### src/rtl/pm_io_decoder.sv
module pm_io_decoder #(
  parameter int AW        = 16,
  parameter int DW        = 32,
  parameter int RW        = 16,
  parameter int WIN_BITS  = 6,
  parameter int STS_OFF   = 0,
  parameter int EN_OFF    = 2,
  parameter int CTL_OFF   = 4
) (
  input  logic          clk,
  input  logic          rst_n,
  input  logic [AW-1:0] io_addr,
  input  logic [DW-1:0] io_wdata,
  input  logic          io_rd,
  input  logic          io_wr,
  input  logic [AW-1:0] pm_base,
  input  logic [RW-1:0] evt_set,
  output logic [DW-1:0] rd_data,
  output logic [RW-1:0] sts_q,
  output logic [RW-1:0] en_q,
  output logic [RW-1:0] ctl_q,
  output logic          irq_lvl
);

  localparam int TAG_W = AW - WIN_BITS;

  logic                win_hit;
  logic [WIN_BITS-1:0] offs;
  logic                sel_sts, sel_en, sel_ctl;
  logic [RW-1:0]       wval;
  logic [RW-1:0]       clr_mask;

  assign win_hit  = io_addr[AW-1:WIN_BITS] == pm_base[AW-1:WIN_BITS];
  assign offs     = io_addr[WIN_BITS-1:0];
  assign sel_sts  = win_hit && (offs == WIN_BITS'(STS_OFF));
  assign sel_en   = win_hit && (offs == WIN_BITS'(EN_OFF));
  assign sel_ctl  = win_hit && (offs == WIN_BITS'(CTL_OFF));
  assign wval     = io_wdata[RW-1:0];
  assign clr_mask = (io_wr && sel_sts) ? wval : '0;

  always_ff @(posedge clk or negedge rst_n) begin
    if (!rst_n) begin
      sts_q <= '0;
      en_q  <= '0;
      ctl_q <= '0;
    end else begin
      sts_q <= (sts_q & ~clr_mask) | evt_set;
      if (io_wr && sel_en)  en_q  <= wval;
      if (io_wr && sel_ctl) ctl_q <= wval;
    end
  end

  always_comb begin
    if (!io_rd)       rd_data = '0;
    else if (sel_sts) rd_data = DW'(sts_q);
    else if (sel_en)  rd_data = DW'(en_q);
    else if (sel_ctl) rd_data = DW'(ctl_q);
    else              rd_data = '1;
  end

  assign irq_lvl = |(sts_q & en_q);


  evt_sets_chk: assert property (@(posedge clk) disable iff (!rst_n)
    (|evt_set) |=> ((sts_q & $past(evt_set)) == $past(evt_set)));


  w1c_chk: assert property (@(posedge clk) disable iff (!rst_n)
    (io_wr && win_hit && offs == WIN_BITS'(STS_OFF) && evt_set == '0)
      |=> (sts_q == ($past(sts_q) & ~$past(io_wdata[RW-1:0]))));


  en_load_chk: assert property (@(posedge clk) disable iff (!rst_n)
    (io_wr && win_hit && offs == WIN_BITS'(EN_OFF)) |=> (en_q == $past(io_wdata[RW-1:0])));


  miss_write_chk: assert property (@(posedge clk) disable iff (!rst_n)
    (io_wr && !win_hit) |=> ($stable(en_q) && $stable(ctl_q)));


  idle_read_chk: assert property (@(posedge clk) disable iff (!rst_n)
    !io_rd |-> (rd_data == '0));

endmodule

### config.mk
export PLATFORM = sky130hd
export DESIGN_NAME = pm_io_decoder
export DESIGN_NICKNAME = d
export VERILOG_FILES = /design/src/rtl/pm_io_decoder.sv
export SDC_FILE = /design/constraint.sdc
export NUM_CORES = 1
export LEC_CHECK = 0
export ABC_CLOCK_PERIOD_IN_PS = 2300
export BUFFER_PORTS_ARGS = -buffer_cell sky130_fd_sc_hd__buf_2
export CAP_MARGIN = 20
export CORE_ASPECT_RATIO = 0.75
export CORE_MARGIN = 4
export CORE_UTILIZATION = 40
export CTS_CLUSTER_DIAMETER = 120
export CTS_CLUSTER_SIZE = 25
export DETAILED_ROUTE_END_ITERATION = 10
export PLACE_DENSITY = 0.87
export SYNTH_ARGS = -nofsm -noshare
export SYNTH_HDL_FRONTEND = slang
export SYNTH_SLANG_ARGS = --single-unit
export TNS_END_PERCENT = 100
### constraint.sdc
create_clock -name clk -period 2.3 [get_ports clk]
set_clock_uncertainty 0.2 [all_clocks]
set_input_delay 0.23 -clock clk [delete_from_list [all_inputs] [get_ports clk]]
set_output_delay 0.23 -clock clk [all_outputs]
set_load 0.02 [all_outputs]
# Word-level counts from Yosys, hierarchy flattened
# Index checks and enable logic that the tools add are counted.
[word_totals]
regBits = 48
in_bits = 84
output_inout_bits = 81
[op_classes]
eq_ne = 3
n_mux = 5
reduce_logical = 8
n_bitwise = 4
[ops]
columns = ["cell", "n"]
rows = [
  ["$mux 32", 4],
  ["$and 16x16->16", 2],
  ["$mux 16", 1],
  ["$not 16->16", 1],
  ["$or 16x16->16", 1],
  ["$reduce_or 16->1", 1],
  ["$eq 10x10->1", 1],
  ["$eq 6x2->1 const B", 1],
  ["$eq 6x3->1 const B", 1],
  ["$logic_and 1x1->1", 6],
  ["$logic_not 6->1", 1],
]

# Logic depth before layout (Yosys ltp)
[depth]
ltp_word = 7
depth_mapped = 6
ltp_nobuf = 4

# Worst setup path before layout
# No wires, ideal clock.
[synth_path]
path_kind = "input to output"
from = "in io_addr[2]"
to = "out rd_data[17]"
required_ps = 1870
path_slack_ps = -180
path_stages = 6
arrival_time_ps = 2050
path_cell_list = "clkbuf_1 -> nor2b_1 -> nand2_1 -> nand2_1 -> a21oi_1 -> buf_4"
[synth_via]
elab_chain_cells = 6
[synth_lines]
columns = ["element", "line_no", "source"]
rows = [
  ["start: declaration", "12", "input logic [AW-1:0] io_addr,"],
  ["$eq 6x3->1", "37", "assign sel_ctl = win_hit && (offs == WIN_BITS'(CTL_OFF));"],
  ["$logic_and 1x1->1", "37", ""],
  ["$mux 32", "57", "else if (sel_ctl) rd_data = DW'(ctl_q);"],
  ["$mux 32", "56", "else if (sel_en) rd_data = DW'(en_q);"],
  ["$mux 32 (*)", "55", "else if (sel_sts) rd_data = DW'(sts_q);"],
  ["$mux 32 (*)", "54", "if (!io_rd) rd_data = '0;"],
  ["end: declaration", "18", "output logic [DW-1:0] rd_data,"],
]
# Every way passes the cells marked *; elsewhere a longest branch is shown, timed or not.

# Final worst setup path
[layout_path]
from = "in pm_base[15]"
to = "out rd_data[11]"
[layout_via]
elab_chain_cells = 6
[layout_lines]
columns = ["element", "line_no", "source"]
rows = [
  ["start: declaration", "16", "input logic [AW-1:0] pm_base,"],
  ["$eq 10x10->1 (*)", "33", "assign win_hit = io_addr[AW-1:WIN_BITS] == pm_base[AW-1:WIN_BITS];"],
  ["$logic_and 1x1->1", "37", ""],
  ["$mux 32", "57", ""],
  ["$mux 32", "56", ""],
  ["$mux 32 (*)", "55", ""],
  ["$mux 32 (*)", "54", ""],
]
# Marked as above.

==> results.md <==
* Count leader, synth: dfrtp_1
* VDD IR max at between 200 and 300 µV
* Synthesized area per cell at 11.16 µm²
* Row count at 25
* CP required at about 1900 ps
* Slew Viols, Final at 0
* Router iterations before antenna repair at 4
* Most frequent CP cell: buf_2
* Post-route insts no fill at 493
* Vias per cell at ~5.2
* Bufs and invs on worst path at 3
* Total power at 1.653 mW
* Critical-path cell list: buf_2 -> xnor2_1 -> nand4_1 -> nor4_2 -> buf_4 -> a221oi_1 -> buf_2
* Crit. Startpoint: pm_base[15]
* Status: finished, final reports clean
* Placed Cells at around 450
* CTS clock-pin slew for the worst setup and hold paths at 90 ps
* CP top delay family: simple AND/OR/NAND/NOR gates
* Die W at around 100 µm
* Crit Path Category: in -> out
* Layout cell share with drive strength beyond 1 at 0.4976
* Sequential share of the synthesized area at 0.4467
* Crit. End Element: output port
* Warnings, synthesis at 0
* Clock sink total at between 40 and 50
* Drt initial violations at roughly 110
* Layout Nets at approximately 500
* Max-cap check violation count at 0
* DRC at 0
* First-pass GRT wire length at 13,030 µm
* Largest net degree at the start of global routing at 23
* CTS tree: done
* CP peak stage delay at roughly 350 ps
* WL/cell at around 17 µm
* Pwr/cell area at roughly 430 nW/µm²
* Die H at a little under 80 µm
* F_max at around 0.45 GHz
* Worst R2R Start: sts_q[8]
* Synth top cells by count: dfrtp_1, mux2_2, inv_1
* Min Clock Period, post-route at about 2200 ps
* RSZ-0062 raised after global routing: true
* Gpl congestion at roughly 0.80
* Level count of the clock H-tree at 2
* Total number of vias at between 2,000 and 3,000
* Number of global-route vias before repair at 2,559
* Worst slew pin tran at between 400 and 500 ps
* # port buffers at roughly 140
* Distinct cells, synth at 29
* Remaining global-route overflow at 0
* Ys async rst share at 1.000
* Total Wirelength at between 8000 and 9000 µm
* Pleak at 1.936 nW
* Post-detail-place hpwl at approximately 6300 µm
* Main flop type after synthesis: dfrtp_1
* Min setup slack post-route at around 94 ps
* Hold WC Path Type: in -> reg
* Synth Cell Area at ~2700 µm²
* I/O Pins at roughly 170
* Hold violation count in the final report at 0
* N_diodes at 0
* Yosys top cell area share at 0.4467
* #FFs+latches synth at 48
* Largest area contributor in the netlist: dfrtp_1
* HP Start: evt_set[13]
* Total track usage at 0.2055
* Root buffer selected by CTS: clkbuf_8
* Startpoint Class: input port
* Synth area leaders: dfrtp_1, mux2_2, a221oi_1, mux2i_1, buf_4
* Core Region at 6412 µm²
* Post-route ant nets at 0
* Setup violations, final at 0
* Crit-path max FO at 14
* Die area at slightly above 8000 µm²
* Number of flops mapped to enable cells by yosys at 0
* Place WS at a little over 100 ps
* DP Area at about 3500 µm²
* Final core occ at 0.6053
* Fillcell total at between 500 and 600
* Syn_nets at between 300 and 400
* Initial core utilization at 0.4193
* Crit share post-route at 0.9592
* Worst skew pair latency at slightly below 300 ps
* Max clock buf depth at 2
* Initial antenna violation count at 0
* Final Instance Area at just under 4000 µm²
* Cts bufs inserted at 5
* Worst slew margin at 0.6757
* Mapped Cells at ~240
* Area delta synth->final at 44.35%
* Slowest CP cell: nor4_2
* CP arrival at between 1500 and 2000 ps
-- path summary, 6_finish.rpt --
kind / depth (start not counted) / slack (ps) / to
worst max-delay path: 7 / 90 / rd_data[11]
worst min-delay path: 3 / 7 / sts_q[13]
worst min register to register: 1 / 330 / ctl_q[14]
max in group asynchronous: 3 / 1100 / sts_q[15]
worst max register to register: 3 / 790 / sts_q[8]
min in group asynchronous: 2 / 220 / sts_q[9]
-- cells in the final DEF (no fill, tap or decap), drive strengths merged --
cell	count
a21oi	2
a221oi	18
a22o	4
a31oi	17
buf	156
clkbuf	7
clkinv	1
clkinvlp	1
dfrtp	48
dlygate4sd3	30
inv	30
mux2	34
mux2i	14
nand2	4
nand2b	2
nand3	1
nand4	5
nand4b	1
nand4bb	1
nor2	16
nor2b	1
nor3	1
nor4	6
o21ai	1
o22ai	1
xnor2	10
-- cell families after synthesis --
family | Yosys count | share of synthesized area
muxes | 48 | 0.1945
AOI/OAI and AO/OA | 43 | 0.1191
and+or+nand+nor | 38 | 0.1033
DFF | 48 | 0.4467
xor gates and xnor gates | 10 | 0.03257
buffers and inverters | 54 | 0.1038
-- state kept, by name, indices dropped and copies added, names as in the netlist --
signal / cells
ctl_q: 16
en_q: 16
sts_q: 16
-- power by group --
group	leakage, nW	switching (mW)	total (mW)	internal [mW]
Combinational	1.30	0.163	0.286	0.123
Clock	0.0445	0.279	0.524	0.245
Sequential	0.587	0.000301	0.844	0.843
-- worst min-delay path, delay by kind of cell --
kind                   cells  cell delay, ps
AOI/OAI and AO/OA          1              80
buffers and inverters      2             160
-- layer usage --
layer,wire length [µm],track usage,vias to the layer above
li1,-,-,1204
met1,3656,0.2756,1249
met2,4133,0.3428,105
met3,598,0.04302,12
met4,131,0.04194,0
met5,0,0,-
-- cell type report --
| class | instances | area [µm²] | share of cell area |
|---|---|---|---|
| timing repair buffer | 186 | 1141 | 0.2940 |
| tap | 81 | 101.3 | 0.02611 |
| clock buffer | 7 | 86.33 | 0.02224 |
| multi-input combinational | 139 | 1227 | 0.3162 |
| clock inverter | 1 | 7.507 | 0.001934 |
| sequential | 48 | 1201 | 0.3095 |
| inverter | 31 | 116.4 | 0.02998 |
-- metrics by stage --
step	hold WS (ps)	TNS (ps)
6_report	7.035	0
5_1_grt	6.744	-16.86
4_1_cts	8.009	0
3_5_place_dp	16.68	0
3_3_place_gp	3.040	0
2_1_floorplan	-265.6	0
-- what timing repair did --
action	CTS	global route
endpoints found under the hold margin	58	0
endpoints found under the setup margin	0	14
gates resized for setup	0	2
hold buffers	30	0
setup buffers	0	2
Power figures use the tool's default switching activity.
